===== config.mk =====
export PLATFORM = sky130hd
export DESIGN_NAME = bilbo_reg
export DESIGN_NICKNAME = d
export VERILOG_FILES = /design/src/rtl/bilbo_pkg.sv /design/src/rtl/bilbo_mode_dec.sv /design/src/rtl/bilbo_misr_step.sv /design/src/rtl/bilbo_core.sv /design/src/rtl/bilbo_reg.sv
export SDC_FILE = /design/constraint.sdc
export NUM_CORES = 1
export LEC_CHECK = 0
export ABC_AREA = 1
export ABC_CLOCK_PERIOD_IN_PS = 1700
export BUFFER_PORTS_ARGS = -buffer_cell sky130_fd_sc_hd__clkbuf_2
export CORE_AREA = 2 2 39 41
export CTS_BUF_LIST = sky130_fd_sc_hd__clkbuf_8
export DETAILED_ROUTE_END_ITERATION = 10
export DIE_AREA = 0 0 41 43
export PLACE_DENSITY = 0.73
export SLEW_MARGIN = 20
export SYNTH_ARGS = -nofsm -noshare
export SYNTH_HDL_FRONTEND = slang
export SYNTH_SLANG_ARGS = --single-unit
export TNS_END_PERCENT = 50

===== constraint.sdc =====
create_clock -name clk -period 1.7 [get_ports clk]
set_input_delay 0.17 -clock clk [delete_from_list [all_inputs] [get_ports clk]]
set_output_delay 0.17 -clock clk [all_outputs]
set_load 0.005 [all_outputs]

===== src/rtl/bilbo_pkg.sv =====
package bilbo_pkg;

    // Mode code is {c0, c1}
    typedef enum logic [1:0] {
        MODE_SCAN     = 2'b00,
        MODE_CLEAR    = 2'b01,
        MODE_SELFTEST = 2'b10,
        MODE_NORMAL   = 2'b11
    } bilbo_mode_e;

    localparam int DEFAULT_WIDTH = 8;
    localparam logic [DEFAULT_WIDTH-1:0] DEFAULT_TAPS = 8'hB8;
    localparam logic [DEFAULT_WIDTH-1:0] DEFAULT_SEED = 8'h01;

    function automatic bilbo_mode_e decode_mode(input logic c0, input logic c1);
        return bilbo_mode_e'({c0, c1});
    endfunction

endpackage


===== src/rtl/bilbo_mode_dec.sv =====
module bilbo_mode_dec
    import bilbo_pkg::*;
(
    input  logic        c0,
    input  logic        c1,
    output bilbo_mode_e mode
);
    always_comb mode = decode_mode(c0, c1);
endmodule


===== src/rtl/bilbo_misr_step.sv =====
module bilbo_misr_step #(
    parameter int               WIDTH = 8,
    parameter logic [WIDTH-1:0] TAPS  = 8'hB8,
    parameter logic [WIDTH-1:0] SEED  = 8'h01,
    parameter bit               GUARD = 1'b1
) (
    input  logic [WIDTH-1:0] cur,
    input  logic [WIDTH-1:0] din,
    output logic [WIDTH-1:0] nxt
);
    logic             fb;
    logic [WIDTH-1:0] shifted;
    logic [WIDTH-1:0] raw;

    always_comb begin
        fb      = ^(cur & TAPS);
        shifted = {cur[WIDTH-2:0], fb};
        raw     = shifted ^ din;
    end

    generate
        if (GUARD) begin : g_guard
            always_comb begin
                if (cur == '0 && din == '0) nxt = SEED;
                else                        nxt = raw;
            end
        end else begin : g_noguard
            always_comb nxt = raw;
        end
    endgenerate


    always_comb begin
        if (GUARD && din == '0) begin
            no_zero_step_chk: assert (nxt != '0)
                else $error("self-test step with zero input reached zero");
        end
    end
endmodule


===== src/rtl/bilbo_core.sv =====
module bilbo_core
    import bilbo_pkg::*;
#(
    parameter int WIDTH = 8
) (
    input  logic             clk,
    input  logic             rst,
    input  bilbo_mode_e      mode,
    input  logic [WIDTH-1:0] par_in,
    input  logic             scan_in,
    input  logic [WIDTH-1:0] st_next,
    output logic [WIDTH-1:0] q
);
    always_ff @(posedge clk) begin
        if (rst) begin
            q <= '0;
        end else begin
            unique case (mode)
                MODE_SCAN:     q <= {q[WIDTH-2:0], scan_in};
                MODE_CLEAR:    q <= '0;
                MODE_SELFTEST: q <= st_next;
                MODE_NORMAL:   q <= par_in;
                default:       q <= q;
            endcase
        end
    end


    rst_clear_chk: assert property (@(posedge clk) rst |=> q == '0)
        else $error("reset did not clear register");

    scan_shift_chk: assert property (@(posedge clk) disable iff (rst)
        mode == MODE_SCAN |=> q == {$past(q[WIDTH-2:0]), $past(scan_in)})
        else $error("scan shift wrong");

    clear_mode_chk: assert property (@(posedge clk) disable iff (rst)
        mode == MODE_CLEAR |=> q == '0)
        else $error("clear mode left bits set");

    normal_load_chk: assert property (@(posedge clk) disable iff (rst)
        mode == MODE_NORMAL |=> q == $past(par_in))
        else $error("normal load wrong");

    st_nonzero_chk: assert property (@(posedge clk) disable iff (rst)
        (mode == MODE_SELFTEST && par_in == '0) |=> q != '0)
        else $error("self-test locked at zero");
endmodule


===== src/rtl/bilbo_reg.sv =====
module bilbo_reg
    import bilbo_pkg::*;
#(
    parameter int               WIDTH = DEFAULT_WIDTH,
    parameter logic [WIDTH-1:0] TAPS  = DEFAULT_TAPS,
    parameter logic [WIDTH-1:0] SEED  = DEFAULT_SEED
) (
    input  logic             clk,
    input  logic             rst,
    input  logic             mode_c0,
    input  logic             mode_c1,
    input  logic [WIDTH-1:0] par_in,
    input  logic             scan_in,
    output logic [WIDTH-1:0] par_out,
    output logic             scan_out
);
    localparam int MSB = WIDTH - 1;

    bilbo_mode_e      mode;
    logic [WIDTH-1:0] q;
    logic [WIDTH-1:0] st_next;

    bilbo_mode_dec u_dec (
        .c0   (mode_c0),
        .c1   (mode_c1),
        .mode (mode)
    );

    bilbo_misr_step #(
        .WIDTH (WIDTH),
        .TAPS  (TAPS),
        .SEED  (SEED),
        .GUARD (1'b1)
    ) u_step (
        .cur (q),
        .din (par_in),
        .nxt (st_next)
    );

    bilbo_core #(
        .WIDTH (WIDTH)
    ) u_core (
        .clk     (clk),
        .rst     (rst),
        .mode    (mode),
        .par_in  (par_in),
        .scan_in (scan_in),
        .st_next (st_next),
        .q       (q)
    );

    assign par_out  = q;
    assign scan_out = q[MSB];
endmodule


== After elaboration in Yosys (flattened, before gate mapping) ==
Cells that the tools add are included.
Word-level totals
  register bits: 8
  bits of input ports: 13
  output and inout port bits: 9
  logic and storage cells: 12
Operators by class
  eq/ne operators: 3
  mux-type cells: 2
  bitwise logic cells: 1
  reduce and logical (&&, ||, !) cells: 5
Operators with widths (number)
  case mux 8 bit (4 select lines): 1
  logical NOT 8 bit: 2
  2-to-1 mux 8 bit: 1
  XOR reduction 8 bit: 1
  bitwise XOR 8 bit: 1
  equality test 2 bit, second input constant: 2
  equality test 2 x 1 -> 1 bit, second input constant: 1
  logical NOT 2 bit: 1
  logical AND 1 bit: 1

== Longest topological paths before layout ==
  depth in word-level cells: 4
  gate-level depth with buffers: 11
  mapped depth without buffers: 11

== Cells and area by module ==
A second synthesis with hierarchy kept.
Unflattened totals
  cells, all modules: 101
  area, all modules: 649.4 µm²
By module, submodules not included
  bilbo_core: times used 1, cells an instance 62, area each 422.9 µm², sequential area each 160.2 µm²
  bilbo_misr_step: times used 1, cells an instance 36, area each 203.9 µm², sequential area each 0.0 µm²
  bilbo_mode_dec: times used 1, cells an instance 2, area each 15.0 µm², sequential area each 0.0 µm²
  bilbo_reg: times used 1, cells an instance 1, area each 7.5 µm², sequential area each 0.0 µm²

== Worst setup path after synthesis ==
No wires, ideal clock.
  path kind: reg-to-reg
  from: register u_core.q[4]
  to: register u_core.q[0]
  setup time: 0.067 ns
  arrival time: 1.212 ns
  required time: 1.633 ns
  slack: 0.421 ns
  cell stages (with the launch flop): 12
  path buffers: 0
  path through: dfxtp_1 > inv_1 > ha_1 > inv_1 > nand2_1 > nand2_2 > nand2_1 > nand2_1 > inv_1 > nand2_1 > nand2_1 > a21oi_2
On the way
  cells in the longest elaborated chain, start to end: 4
RTL lines
  from (decl): RTL line bilbo_core.sv:12  | output logic [WIDTH-1:0] q
  from (signal assigned): RTL line bilbo_core.sv:19  | MODE_SCAN: q <= {q[WIDTH-2:0], scan_in};
  from (signal assigned): RTL line bilbo_core.sv:21  | MODE_SELFTEST: q <= st_next;
  from (signal assigned): RTL line bilbo_core.sv:22  | MODE_NORMAL: q <= par_in;
  XOR reduction 8 bit / logical NOT 8 bit (equally long branches): RTL line bilbo_misr_step.sv:16, bilbo_misr_step.sv:24
  bitwise XOR 8 bit / logical AND 1 bit (equally long branches): RTL line bilbo_misr_step.sv:18, bilbo_misr_step.sv:24
  2-to-1 mux 8 bit (*): RTL line bilbo_misr_step.sv:24  | if (cur == '0 && din == '0) nxt = SEED;
  case mux 8 bit (4 select lines) (*): RTL line bilbo_core.sv:18  | unique case (mode)
Every way passes the cells marked *; elsewhere a longest branch is shown, timed or not.
A chain may end at the register's enable or synchronous reset.

== Worst setup path in the final report ==
Same ends and word-level chain as after synthesis.

==> flow_summary.yaml <==
cells_and_area:
  fin_cells: 137
  final_area_um2: 748
  syn_to_final_growth_pct: 26.2
  diodes: 0
  top_register: "u_core.q"
  utilization_pct: 54.1
  nNetsFinal: 137
  reg.largest.list: "u_core.q x8"
  drive_gt1_share_pct: 28.1
  largest_register_ffs: 8
  nFillCells: 138
die:
  dieArea_um2: 1760
  core-area_um2: 1380
  start_util_pct: 42.9
  die_h_um: 43
  dieWidth_um: 41
  fp-row-count: 14
  io_pins: 22
synth:
  synth_common_cells: "nand2_1, nor2_1, inv_1"
  syn-instance-count: 99
  yosysUniqueCellTypes: 19
  ys.flop_type: "dfxtp_1"
  synth_top_area_cell: "dfxtp_1"
  ys_ff_latch: 8
  syn_area_um2: 593
  yosysSeqAreaShare_pct: 27.0
  netlist.area_leader.share_pct: 27.0
  synth_nets: 113
  syn_avg_cell_area_um2: 5.99
  synth_warnings: 0
  ys_top_cells_by_area: "dfxtp_1, nand2_1, xor2_1"
  synthArstFlopShare_pct: 0
  synth_edf_count: 0
  yosys.cell_count.top_type: "nand2_1"
global_route:
  grt_use_total_pct: 20.6
  grt_first_pass_wirelength_mm: 2.39
  grt-ovfl-total: 0
  grt_max_degree: 9
  first_global_vias: 554
  antenna_found_initial: 0
cts:
  htreeDepth: 1
  numCtsBuffers: 3
  clk_pin_slew_ns: 0.04
  hold_buffers: 0
  numClockSinks: 8
  post_cts_resized: 0
  root_buffer: "clkbuf_8"
  cts_buffer_depth: 2
  postCtsSetupBuffers: 0
  cts_tree: "done"
  clock_latency_ns: 0.23
timing:
  setup_ws_ns: 0.325
  hold_viol_final: 0
  rsz0062_at_grt: "no"
  timing.final.crit_period_ns: 1.38
  maxSlewViolCount: 0
  clock_skew_ns: 0.00400
  setup-tns-final_ns: 0
  fin_crit_sh_pct: 80.9
  setup_viol: 0
  tightest_slew_ns: 0.330
  fmax_mhz: 727
  slew_headroom_pct: 78.0
  whs_ns: 0.216
pwr:
  pwr_density_cell_nw_per_um2: 782
  power_leakage_nw: 0.394
  power_mw: 0.585
  irDropWorstVdd_uv: 725
placement:
  numPortBuffers: 21
  post_dp_cell_area_um2: 707
  place_hpwl_mm: 1.09
  placedCellCount: 134
  pre_cts_slack_ns: 0.328
  gp_congestion: 0.815
worst_setup_path:
  startpoint_type: "register"
  crit_arrival_ns: 1.54
  path_class: "reg2reg"
  r2r_setup_slack_ns: 0.32
  required_ns: 1.87
  crit_fanout: 3
  cp-end-kind: "register"
routing:
  dr.pass1.iters: 4
  num_vias: 673
  wire_per_inst_um: 10.4
  drtIter0Drc: 11
  drcViolationCount: 0
  wl_mm: 1.43
  ant_nets: 0
  viasPerCell: 4.91
worst_hold_path:
  hold_class: "in2reg"
status:
  status: "completed"
job:
  cap_violations: 0
-- final timing paths --
path	endpoint	from	cells after the start
max	u_core.q[0]	u_core.q[4]	11
min	u_core.q[0]	rst	2
max reg2reg	u_core.q[0]	u_core.q[4]	11
min reg2reg	u_core.q[3]	u_core.q[2]	2
-- layer usage --
layer	up-vias	share of wire [%]	routed length, um	GRT usage, %
li1	349	-	-	-
met1	304	44	625	25.6
met2	18	51	720	30.0
met3	2	4.9	70	9.42
met4	0	0.63	9	8.00
met5	-	0	0	0
-- critical path, stage by stage, from the launching register on --
cell	delay, ns
dfxtp_1	0.35
inv_1	0.08
ha_1	0.32
inv_1	0.09
nand2_1	0.06
nand2_1	0.06
nand2_1	0.06
nand2_1	0.06
inv_1	0.04
nand2_1	0.05
nand2_1	0.06
a21oi_2	0.11
-- area by class of cell --
class	count	area [um2]	share of cell area (%)
clock buffers	3	41.3	5.52
inverters	14	52.6	7.02
multi-input cells	75	369	49.3
flip-flops and latches	8	160	21.4
well taps	16	20.0	2.68
repair buffers	21	105	14.0
-- kinds of logic (layout without fill, tap and decap cells) --
| kind of cell | after synthesis | after routing | synth area share, % |
|---|---|---|---|
| AO/OA/AOI/OAI | 11 | 11 | 11.6 |
| buffers and inverters | 16 | 38 | 10.8 |
| flip-flops | 8 | 8 | 27.0 |
| XOR/XNOR | 6 | 6 | 8.86 |
| AND/OR/NAND/NOR | 57 | 57 | 39.7 |
| adder cells (fa/ha/maj) | 1 | 1 | 2.11 |
-- cell usage in the layout (no fill, tap or decap) --
cell	n
inv_1	11
nand2_1	38
dfxtp_1	8
xor2_1	6
a21oi_1	1
nor2_2	3
a21oi_2	1
nor2_4	1
o21ai_0	1
nor2_1	12
o21ai_1	1
inv_2	3
a31oi_1	6
nand2_2	2
ha_1	1
nand3_1	1
clkbuf_8	3
o21bai_1	1
clkbuf_2	21
-- power breakdown --
group          internal (mW)  leakage [nW]  switching [mW]
sequential             0.201        0.0658          0.0163
combinational         0.0582         0.307          0.0778
clock                  0.154        0.0216          0.0777
Power figures use the tool's default switching activity.
